--- src/rtl/spi_uma_pkg.sv ---
package spi_uma_pkg;

    localparam int UMA_ADDR_W  = 5;
    localparam int UMA_NUM_CS  = 4;
    localparam int UMA_ADDR_BY = 3;
    localparam int UMA_DATA_BY = 4;

    localparam logic [4:0] REG_OPC  = 5'h16;
    localparam logic [4:0] REG_AB0  = 5'h17;
    localparam logic [4:0] REG_DB0  = 5'h1A;
    localparam logic [4:0] REG_CTRL = 5'h1E;
    localparam logic [4:0] REG_HOLD = 5'h1F;

    localparam logic [7:0] OPC_FAST_READ = 8'h0B;

    // Field layout of the control byte, MSB first.
    typedef struct packed {
        logic       go;
        logic [1:0] sel;
        logic       wr;
        logic       addr_en;
        logic [2:0] cnt;
    } uma_ctrl_t;

    typedef enum logic [1:0] {
        PH_IDLE  = 2'd0,
        PH_SHIFT = 2'd1,
        PH_TAIL  = 2'd2
    } uma_phase_t;

    function automatic logic [2:0] eff_count(input logic [2:0] c, input logic [2:0] lim);
        return (c > lim) ? lim : c;
    endfunction

endpackage

--- src/rtl/uma_regs.sv ---
module uma_regs
    import spi_uma_pkg::*;
#(
    parameter int AW  = UMA_ADDR_W,
    parameter int NAB = UMA_ADDR_BY,
    parameter int NDB = UMA_DATA_BY,
    parameter int NCS = UMA_NUM_CS,
    localparam int DIW = $clog2(NDB)
) (
    input  logic                  clk,
    input  logic                  rst,
    input  logic                  we,
    input  logic [AW-1:0]         addr,
    input  logic [7:0]            wdata,
    output logic [7:0]            rdata,
    input  logic                  busy,
    input  logic                  cap_en,
    input  logic [DIW-1:0]        cap_idx,
    input  logic [7:0]            cap_byte,
    output logic                  start,
    output logic [7:0]            opc,
    output logic [NAB-1:0][7:0]   ab,
    output logic [NDB-1:0][7:0]   db,
    output logic [1:0]            cfg_sel,
    output logic                  cfg_wr,
    output logic                  cfg_addr_en,
    output logic [2:0]            cfg_cnt,
    output logic [NCS-1:0]        hold_n
);

    localparam logic [AW-1:0] A_OPC  = AW'(REG_OPC);
    localparam logic [AW-1:0] A_CTRL = AW'(REG_CTRL);
    localparam logic [AW-1:0] A_HOLD = AW'(REG_HOLD);

    uma_ctrl_t ctrl_q;
    logic      wr_ok;

    assign wr_ok = we && !busy;
    assign start = wr_ok && (addr == A_CTRL) && wdata[7];

    always_ff @(posedge clk) begin
        if (rst) begin
            opc    <= '0;
            ab     <= '0;
            db     <= '0;
            ctrl_q <= '0;
            hold_n <= '1;
        end else begin
            if (wr_ok && addr == A_OPC) opc <= wdata;
            for (int i = 0; i < NAB; i++)
                if (wr_ok && addr == AW'(REG_AB0 + i)) ab[i] <= wdata;
            for (int i = 0; i < NDB; i++)
                if (wr_ok && addr == AW'(REG_DB0 + i)) db[i] <= wdata;
            if (wr_ok && addr == A_CTRL) ctrl_q <= uma_ctrl_t'({1'b0, wdata[6:0]});
            if (we && addr == A_HOLD) hold_n <= wdata[NCS-1:0];
            if (cap_en) db[cap_idx] <= cap_byte;
        end
    end

    always_comb begin
        rdata = '0;
        if (addr == A_OPC) rdata = opc;
        for (int i = 0; i < NAB; i++)
            if (addr == AW'(REG_AB0 + i)) rdata = ab[i];
        for (int i = 0; i < NDB; i++)
            if (addr == AW'(REG_DB0 + i)) rdata = db[i];
        if (addr == A_CTRL)
            rdata = {busy, ctrl_q.sel, ctrl_q.wr, ctrl_q.addr_en, ctrl_q.cnt};
        if (addr == A_HOLD) rdata[NCS-1:0] = hold_n;
    end

    assign cfg_sel     = ctrl_q.sel;
    assign cfg_wr      = ctrl_q.wr;
    assign cfg_addr_en = ctrl_q.addr_en;
    assign cfg_cnt     = ctrl_q.cnt;

endmodule

--- src/rtl/uma_seq.sv ---
module uma_seq
    import spi_uma_pkg::*;
#(
    parameter int NAB = UMA_ADDR_BY,
    parameter int NDB = UMA_DATA_BY,
    localparam int DIW = $clog2(NDB),
    localparam int AIW = $clog2(NAB),
    localparam int IW  = $clog2(NAB + NDB + 3)
) (
    input  logic                 clk,
    input  logic                 rst,
    input  logic                 start,
    input  logic [7:0]           opc,
    input  logic [NAB-1:0][7:0]  ab,
    input  logic [NDB-1:0][7:0]  db,
    input  logic                 cfg_wr,
    input  logic                 cfg_addr_en,
    input  logic [2:0]           cfg_cnt,
    input  logic                 miso,
    output logic                 busy,
    output logic                 sck,
    output logic                 mosi,
    output logic                 cap_en,
    output logic [DIW-1:0]       cap_idx,
    output logic [7:0]           cap_byte
);

    uma_phase_t     phase;
    logic [IW-1:0]  byte_idx;
    logic [2:0]     bit_idx;
    logic           sck_q;
    logic           mosi_q;
    logic [7:0]     rx;

    logic [IW-1:0]  n_addr, n_dummy, n_data, last_idx;
    logic [7:0]     cur_tx, nxt_tx;
    logic           cur_is_data;

    // Byte at position idx of the outgoing stream.
    function automatic logic [7:0] tx_byte(
        input logic [IW-1:0]        idx,
        input logic [IW-1:0]        na,
        input logic [IW-1:0]        nd,
        input logic                 wr_mode,
        input logic [7:0]           op,
        input logic [NAB-1:0][7:0]  abv,
        input logic [NDB-1:0][7:0]  dbv
    );
        logic [AIW-1:0] ai;
        logic [DIW-1:0] di;
        ai = AIW'(na - idx);
        di = DIW'(idx - na - nd - IW'(1));
        if (idx == '0)            return op;
        else if (idx <= na)       return abv[ai];
        else if (idx <= na + nd)  return 8'h00;
        else                      return wr_mode ? dbv[di] : 8'h00;
    endfunction

    always_comb begin
        n_addr      = cfg_addr_en ? IW'(NAB) : '0;
        n_dummy     = (opc == OPC_FAST_READ) ? IW'(1) : '0;
        n_data      = IW'(eff_count(cfg_cnt, 3'(NDB)));
        last_idx    = n_addr + n_dummy + n_data;
        cur_tx      = tx_byte(byte_idx, n_addr, n_dummy, cfg_wr, opc, ab, db);
        nxt_tx      = tx_byte(byte_idx + IW'(1), n_addr, n_dummy, cfg_wr, opc, ab, db);
        cur_is_data = byte_idx > (n_addr + n_dummy);
    end

    always_ff @(posedge clk) begin
        if (rst) begin
            phase    <= PH_IDLE;
            byte_idx <= '0;
            bit_idx  <= '0;
            sck_q    <= 1'b0;
            mosi_q   <= 1'b0;
            rx       <= '0;
        end else begin
            case (phase)
                PH_IDLE: if (start) begin
                    phase    <= PH_SHIFT;
                    byte_idx <= '0;
                    bit_idx  <= 3'd7;
                    sck_q    <= 1'b0;
                    mosi_q   <= opc[7];
                    rx       <= '0;
                end
                PH_SHIFT: begin
                    if (!sck_q) begin
                        sck_q <= 1'b1;
                        rx    <= {rx[6:0], miso};
                    end else begin
                        sck_q <= 1'b0;
                        if (bit_idx == 3'd0) begin
                            if (byte_idx == last_idx) begin
                                phase  <= PH_TAIL;
                                mosi_q <= 1'b0;
                            end else begin
                                byte_idx <= byte_idx + IW'(1);
                                bit_idx  <= 3'd7;
                                mosi_q   <= nxt_tx[7];
                            end
                        end else begin
                            bit_idx <= bit_idx - 3'd1;
                            mosi_q  <= cur_tx[bit_idx - 3'd1];
                        end
                    end
                end
                PH_TAIL: phase <= PH_IDLE;
                default: phase <= PH_IDLE;
            endcase
        end
    end

    assign busy     = (phase != PH_IDLE);
    assign sck      = sck_q;
    assign mosi     = mosi_q;
    assign cap_en   = (phase == PH_SHIFT) && sck_q && (bit_idx == 3'd0)
                      && cur_is_data && !cfg_wr;
    assign cap_idx  = DIW'(byte_idx - n_addr - n_dummy - IW'(1));
    assign cap_byte = rx;

endmodule

--- src/rtl/uma_csel.sv ---
module uma_csel
    import spi_uma_pkg::*;
#(
    parameter int NCS = UMA_NUM_CS
) (
    input  logic            busy,
    input  logic [1:0]      sel,
    input  logic [NCS-1:0]  hold_n,
    output logic [NCS-1:0]  cs_n
);

    for (genvar g = 0; g < NCS; g++) begin : g_cs
        logic act;
        assign act     = busy && (sel == 2'(g));
        assign cs_n[g] = hold_n[g] && !act;
    end

endmodule

--- src/rtl/spi_uma_engine.sv ---
module spi_uma_engine
    import spi_uma_pkg::*;
#(
    parameter int AW  = UMA_ADDR_W,
    parameter int NCS = UMA_NUM_CS,
    parameter int NAB = UMA_ADDR_BY,
    parameter int NDB = UMA_DATA_BY
) (
    input  logic            clk,
    input  logic            rst,
    input  logic            reg_we,
    input  logic [AW-1:0]   reg_addr,
    input  logic [7:0]      reg_wdata,
    output logic [7:0]      reg_rdata,
    input  logic            miso,
    output logic            sck,
    output logic            mosi,
    output logic [NCS-1:0]  cs_n
);

    localparam int DIW = $clog2(NDB);

    logic                 busy, start, cap_en;
    logic [DIW-1:0]       cap_idx;
    logic [7:0]           cap_byte, opc;
    logic [NAB-1:0][7:0]  ab;
    logic [NDB-1:0][7:0]  db;
    logic [1:0]           cfg_sel;
    logic                 cfg_wr, cfg_addr_en;
    logic [2:0]           cfg_cnt;
    logic [NCS-1:0]       hold_n;

    uma_regs #(.AW(AW), .NAB(NAB), .NDB(NDB), .NCS(NCS)) u_regs (
        .clk(clk), .rst(rst), .we(reg_we), .addr(reg_addr), .wdata(reg_wdata),
        .rdata(reg_rdata), .busy(busy), .cap_en(cap_en), .cap_idx(cap_idx),
        .cap_byte(cap_byte), .start(start), .opc(opc), .ab(ab), .db(db),
        .cfg_sel(cfg_sel), .cfg_wr(cfg_wr), .cfg_addr_en(cfg_addr_en),
        .cfg_cnt(cfg_cnt), .hold_n(hold_n)
    );

    uma_seq #(.NAB(NAB), .NDB(NDB)) u_seq (
        .clk(clk), .rst(rst), .start(start), .opc(opc), .ab(ab), .db(db),
        .cfg_wr(cfg_wr), .cfg_addr_en(cfg_addr_en), .cfg_cnt(cfg_cnt),
        .miso(miso), .busy(busy), .sck(sck), .mosi(mosi), .cap_en(cap_en),
        .cap_idx(cap_idx), .cap_byte(cap_byte)
    );

    uma_csel #(.NCS(NCS)) u_csel (
        .busy(busy), .sel(cfg_sel), .hold_n(hold_n), .cs_n(cs_n)
    );

endmodule

--- config.mk ---
export PLATFORM = sky130hd
export DESIGN_NAME = spi_uma_engine
export DESIGN_NICKNAME = d
export VERILOG_FILES = /design/src/rtl/spi_uma_pkg.sv /design/src/rtl/uma_regs.sv /design/src/rtl/uma_seq.sv /design/src/rtl/uma_csel.sv /design/src/rtl/spi_uma_engine.sv
export SDC_FILE = /design/constraint.sdc
export NUM_CORES = 1
export LEC_CHECK = 0
export ABC_AREA = 1
export BUFFER_PORTS_ARGS = -buffer_cell sky130_fd_sc_hd__buf_2
export CORE_AREA = 2 2 119 121
export CTS_BUF_LIST = sky130_fd_sc_hd__clkbuf_4
export DETAILED_ROUTE_END_ITERATION = 12
export DIE_AREA = 0 0 121 123
export HOLD_SLACK_MARGIN = 0.08
export PLACE_DENSITY = 0.63
export SLEW_MARGIN = 20
export SYNTH_ARGS = -nofsm -noshare
export SYNTH_HDL_FRONTEND = slang
export SYNTH_SLANG_ARGS = --single-unit
--- constraint.sdc ---
create_clock -name clk -period 2.9 [get_ports clk]
set_input_delay 0.29 -clock clk [delete_from_list [all_inputs] [get_ports clk]]
set_output_delay 0.29 -clock clk [all_outputs]
set_load 0.1 [all_outputs]
# Word-level counts from Yosys, hierarchy flattened

Index checks and enable logic that the tools add are counted.

Register bits: 94
Word-level logic and storage cells: 179

Add/sub/neg operators: 12
Magnitude comparators: 12
Equality and inequality tests: 23
Multiplexer cells: 69
Reduce and logical (&&, ||, !) cells: 44

Operator list:

| kind               | number |
|---|---|
| $mux 8             | 32 |
| $bmux 8 s2         | 4 |
| $eq 5x5->1 const B | 10 |
| $bwmux 32          | 1 |
| $mux 32            | 1 |
| $logic_and 1x1->1  | 25 |
| $mux 4             | 5 |
| $demux 8 s2        | 1 |
| $pmux 8 s2         | 1 |
| $mux 3             | 5 |
| $lt 2x3->1 const B | 4 |
| $sub 2x2->2        | 6 |
| $mux 2             | 5 |
| $eq 8x4->1 const B | 1 |
| $le 4x2->1         | 2 |
| $le 4x4->1         | 2 |
| $logic_not 4->1    | 2 |
| $mux 1             | 8 |
| $pmux 4 s2         | 1 |
| $reduce_and 4->1   | 2 |
| $logic_not 1->1    | 6 |
| $ne 2x1->1 const B | 3 |
| $ne 2x2->1 const B | 3 |
| $pmux 3 s2         | 1 |
| 22 further kinds   | 29 |

# Depth between registers and ports, before layout

Depth in word-level cells: 15
Mapped depth: 20

# By module

From an unflattened synthesis, not the netlist that was laid out.

Cell total of the unflattened synthesis: 979
Area, all modules: 6402.4 µm²

Modules (own cells, without submodules):

| module   | instances | cells each | area each (µm²) |
|---|---|---|---|
| uma_regs | 1         | 570        | 3880.0 |
| uma_seq  | 1         | 395        | 2464.9 |
| uma_csel | 1         | 14         | 57.6 |

# Worst setup path after synthesis

Ideal clock, no wire load.

Path kind: flip-flop to flip-flop
From: reg u_seq.byte_idx[0]
To: reg u_seq.mosi_q, in the netlist u_seq.mosi
Library setup time: 124 ps
Arrival: 2429 ps
Path slack: 348 ps
Stages on the path, launching flop included: 17
Clock period less this slack: 2552 ps
Cells stage by stage: dfxtp_1 -> inv_1 -> ha_1 -> ha_1 -> buf_2 -> inv_1 -> buf_2 -> a21boi_0 -> nand3_1 -> nand3_1 -> nand2_1 -> nand3_1 -> nand3_1 -> nand3_1 -> nand2_1 -> nand2_1 -> a21oi_2

Cells in the longest elaborated chain, start to end: 14
Elaborated cells between the ends (all ways): 38
Classes of those cells: 9 x add/sub; 4 x order compare; 1 x eq/ne; 22 x mux; 2 x reduce/logical

Ends and longest elaborated chain:

| element                                           | line                          | source |
|---|---|---|
| from (decl)                                       | uma_seq.sv:29                 | `logic [IW-1:0] byte_idx;` |
| from (signal assigned)                            | uma_seq.sv:98                 | `byte_idx <= byte_idx + IW'(1);` |
| $add 4x1->4 / $sub 2x2->2 (equally long branches) | uma_seq.sv:65, uma_seq.sv:52  |  |
| $sub 2x2->2                                       | uma_seq.sv:52                 | `di = DIW'(idx - na - nd - IW'(1));` |
| $sub 2x2->2 / $sub 2x1->2 (equally long branches) | uma_seq.sv:52                 |  |
| $sub 2x1->2 / $bmux 8 s2 (equally long branches)  | uma_seq.sv:52, uma_seq.sv:56  |  |
| $bmux 8 s2 / $mux 8 (equally long branches)       | uma_seq.sv:56                 | `else return wr_mode ? dbv[di] : 8'h00;` |
| $mux 8 (implied by the code)                      | uma_seq.sv:56                 |  |
| $mux 8 (on tied branches)                         | uma_seq.sv:56, uma_seq.sv:55  |  |
| $mux 8 (on tied branches)                         | uma_seq.sv:55, uma_seq.sv:54  |  |
| $mux 8 (on tied branches)                         | uma_seq.sv:54, uma_seq.sv:53  |  |
| $mux 8 / $bmux 1 s3 (equally long branches)       | uma_seq.sv:53, uma_seq.sv:104 |  |
| $mux 1 (on tied branches)                         | uma_seq.sv:94, uma_seq.sv:104 |  |
| $mux 1 (*)                                        | uma_seq.sv:93                 | `if (bit_idx == 3'd0) begin` |
| $mux 1 (*)                                        | uma_seq.sv:88                 | `if (!sck_q) begin` |
| $pmux 1 s2 (*)                                    | uma_seq.sv:78                 | `case (phase)` |
| to (signal assigned)                              | uma_seq.sv:84                 | `mosi_q <= opc[7];` |
| to (signal assigned)                              | uma_seq.sv:100                | `mosi_q <= nxt_tx[7];` |
| to (signal assigned)                              | uma_seq.sv:104                | `mosi_q <= cur_tx[bit_idx - 3'd1];` |
| to (decl)                                         | uma_seq.sv:32                 | `logic mosi_q;` |

Every way passes the cells marked *; elsewhere a longest branch is shown, timed or not. The select of a mux whose other input is x is not followed.
A chain may end at the register's enable or synchronous reset.

# Worst setup path in the final report

From: reg u_regs.opc[4]
To: reg u_seq.bit_idx[0]

Cells in the longest elaborated chain, start to end: 7

Ends and longest elaborated chain:

| element                           | line           | source |
|---|---|---|
| from (decl)                       | uma_regs.sv:21 | `output logic [7:0] opc,` |
| from (signal assigned)            | uma_regs.sv:49 | `if (wr_ok && addr == A_OPC) opc <= wdata;` |
| $eq 8x4->1                        | uma_seq.sv:61  | `n_dummy = (opc == OPC_FAST_READ) ? IW'(1) : '0;` |
| $mux 1                            | uma_seq.sv:61  |  |
| $add 4x4->4                       | uma_seq.sv:63  | `last_idx = n_addr + n_dummy + n_data;` |
| $add 4x3->4                       | uma_seq.sv:63  |  |
| $eq 4x4->1                        | uma_seq.sv:94  | `if (byte_idx == last_idx) begin` |
| $ne 3x3->1 (no source line)       | n/a            |  |
| $reduce_and 4->1 (no source line) | n/a            |  |
| to (signal assigned)              | uma_seq.sv:103 | `bit_idx <= bit_idx - 3'd1;` |
| to (decl)                         | uma_seq.sv:30  | `logic [2:0] bit_idx;` |

Every way passes these cells.

==> impl_metrics.ini <==
[critical_path]
r2r_cells = 13
startpoint_type = flip-flop
crit_arrival_ps = 3130
crit_chain = nor4_2, and2_4, ha_1, ha_1, ha_1, xnor2_1, nand2_1, a21oi_1, o21a_1, nand4_1, nand2_2, o21ai_0, a21oi_1
cp_slowest_cell = dfxtp_2
critPathMaxFanout = 5
reg2reg_from = u_regs.opc[4]$_SDFFE_PP0P_
critPathCapture = u_seq.bit_idx[0]$_SDFFE_PP0P_
crit_cells = 13
worstPathRequired_ps = 3330
cpPeakStageDelay_ps = 360
crit_family = simple AND/OR/NAND/NOR gates
crit_start = u_regs.opc[4]$_SDFFE_PP0P_
ff2ff_setup_slack_ps = 200
path_class = flip-flop to flip-flop
end_kind = flip-flop
crit_top_cell = ha_1
crit_buf_inv = 0
reg2reg_to = u_seq.bit_idx[0]$_SDFFE_PP0P_

[sta]
slew-limit-headroom = 0.613
fin_ws_ps = 205
drv_slew = 0
finalHoldViolCount = 0
setup_viol = 0
worst_pin_slew_ps = 580
max_freq_ghz = 0.371
skew_ps = 25.5
min_period_ps = 2700
fin_crit_sh = 0.929

[placed_design]
port-buffer-count = 30
gp_congestion = 0.944
dp_hpwl_mm = 13.7
place_area_mm2 = 0.00637
dp_slack_ps = 137

[power]
leakagePower_nw = 2.97
power.density_mw_per_mm2 = 371
vdd_drop_max_mv = 0.241

[detailed_routing]
drt-vias-per-instance = 5.26
routedWlPerCell_um = 16.2
vias = 6029
first_pass_iters = 6
first_iter_violations = 492
route.detailed.drc = 0
wl_mm = 18.6
ant_nets = 0

[synth]
synth_cell_types = 43
ys_warn_count = 0
synth-seq-cells = 94
synth_cells = 930
syn_area_mm2 = 0.00600
ys_async_sr_fraction = 0
avgSynthCellArea_um2 = 6.45
syn-num-nets = 973
seq_area_frac_synth = 0.314
yosys_most_used_dff = dfxtp_1
synth_edf_count = 0

[global_route]
grt_start_max_net_pins = 52
antenna_found_initial = 2
grt_first_pass_wirelength_mm = 29.6
grt_use_total = 0.260
overflow = 0
grt_pass1_vias = 5562

[floorplanning]
die_area_mm2 = 0.0149
fp.dieH_um = 123
start_util = 0.441
rows = 43
io_pins = 31
dieWidth_um = 121
core_area_mm2 = 0.0136

[job]
drv_cap = 0

[worst_hold_path]
holdPathStages = 5
min_path_type = primary input to flip-flop

[cts]
clock_latency_ps = 510
cts.sinks = 94
cts_tree = done
clk_pin_slew_ps = 150
cts_max_level = 3
numCtsBuffers = 9
cts_setup_buffers = 0
clk_path_buf_depth = 2
clock-root-buffer = clkbuf_4

[status]
status = completed

[layout]
drive_gt1_frac = 0.111
layout_commonest_cell = nand2_1
fin_nets = 1001
fin_area_mm2 = 0.00660
nFillCells = 1437
layout_common_cells = nand2_1, o21ai_0, nor2_1
layout-area-overhead-vs-synth_pct = 10.0
worst min-delay path by stage:
stage	from	endpoint	slack, ps
6_report	reg_wdata[7]	u_seq.phase[0]$_SDFFE_PP0P_	180
5_1_grt	reg_wdata[7]	u_seq.phase[0]$_SDFFE_PP0P_	220
4_1_cts	reg_wdata[7]	u_seq.phase[0]$_SDFFE_PP0P_	180
3_5_place_dp	u_regs.hold_n[1]$_SDFFE_PP1P_	u_regs.hold_n[1]$_SDFFE_PP1P_	490
3_3_place_gp	u_regs.hold_n[2]$_SDFFE_PP1P_	u_regs.hold_n[2]$_SDFFE_PP1P_	490
2_1_floorplan	rst	u_seq.bit_idx[2]$_SDFFE_PP0P_	360
cells by family after synthesis:
group | after synthesis | share of synthesized area
simple gates | 417 | 0.304
compound gates | 248 | 0.220
buf+inv | 132 | 0.0878
flops | 94 | 0.314
fa+ha+maj | 26 | 0.0542
xor+xnor | 10 | 0.0146
mux | 3 | 0.00501
registers in the layout, indices dropped and copies added (netlist names), 2 cells and up:
register,cells
u_regs.db,32
u_regs.ab,24
u_regs.opc,8
u_seq.cap_byte,8
u_regs.hold_n,4
u_seq.byte_idx,4
u_regs.cfg_cnt,3
u_seq.bit_idx,3
u_regs.cfg_sel,2
u_seq.phase,2
power breakdown:
group / switching (mW) / internal, mW
clock: 0.483 / 0.432
sequential: 0.0143 / 1.31
combinational: 0.158 / 0.0565
through the flow:
stage	setup TNS, ps	utilization	instances	hold slack (ps)	power, mW
finish	0	0.485	1146	184	2.45
global route	-130	0.485	1146	223	2.54
CTS	0	0.482	1143	177	2.46
detailed placement	0	0.468	1125	492	1.56
global placement	0	0.468	1125	486	1.56
floorplan	0	-	930	359	1.48
area by class of cell:
type	count	area [µm²]	share of cell area
antenna	3	7.51	0.00114
clock buffer	9	67.6	0.0102
clock inverter	7	111	0.0169
inverter	103	389	0.0590
multi-input combinational	704	3610	0.547
sequential	94	1890	0.286
tap	180	225	0.0341
timing repair buffer	46	304	0.0461
Yosys cell counts (2+ instances only):
cell,n,area (µm²)
a21boi_0,4,30.0
a21oi_1,79,395
a31oi_1,4,25.0
buf_2,10,50.1
clkbuf_1,18,67.6
clkinv_1,4,15.0
dfxtp_1,94,1880
ha_1,26,325
inv_1,87,327
inv_2,11,41.3
mux2i_1,3,30.0
nand2_1,215,807
nand2_2,6,37.5
nand2_4,2,22.5
nand3_1,54,270
nand4_1,4,25.0
nor2_1,110,413
nor2_2,6,37.5
nor2_4,3,33.8
nor3_1,3,15.0
nor3_4,6,97.6
o2111ai_1,8,70.1
o211ai_1,6,45.0
o21ai_0,115,576
o21ai_1,22,110
o22ai_1,5,31.3
xnor2_1,7,61.3
xor2_1,3,26.3
layer usage:
| layer | track usage | share of wire |
|---|---|---|
| met5 | 0 | 0 |
| met2 | 0.427 | 0.46 |
| met3 | 0.0378 | 0.046 |
| met4 | 0.0908 | 0.023 |
| met1 | 0.350 | 0.47 |
timing repair:
| action | CTS | global route |
|---|---|---|
| resized for setup | 0 | 10 |
| endpoints found under the setup margin | 0 | 17 |
| hold endpoints to repair | 7 | 0 |
| hold buffers | 2 | 0 |
worst register-to-register path: cells and delay by family, from the launching register on:
family	cells	cell delay [ps]
and+or+nand+nor	5	840
adders and majority gates	3	780
AOI/OAI and AO/OA	4	540
DFF	1	360
xor gates and xnor gates	1	130
Power figures use the tool's default switching activity.
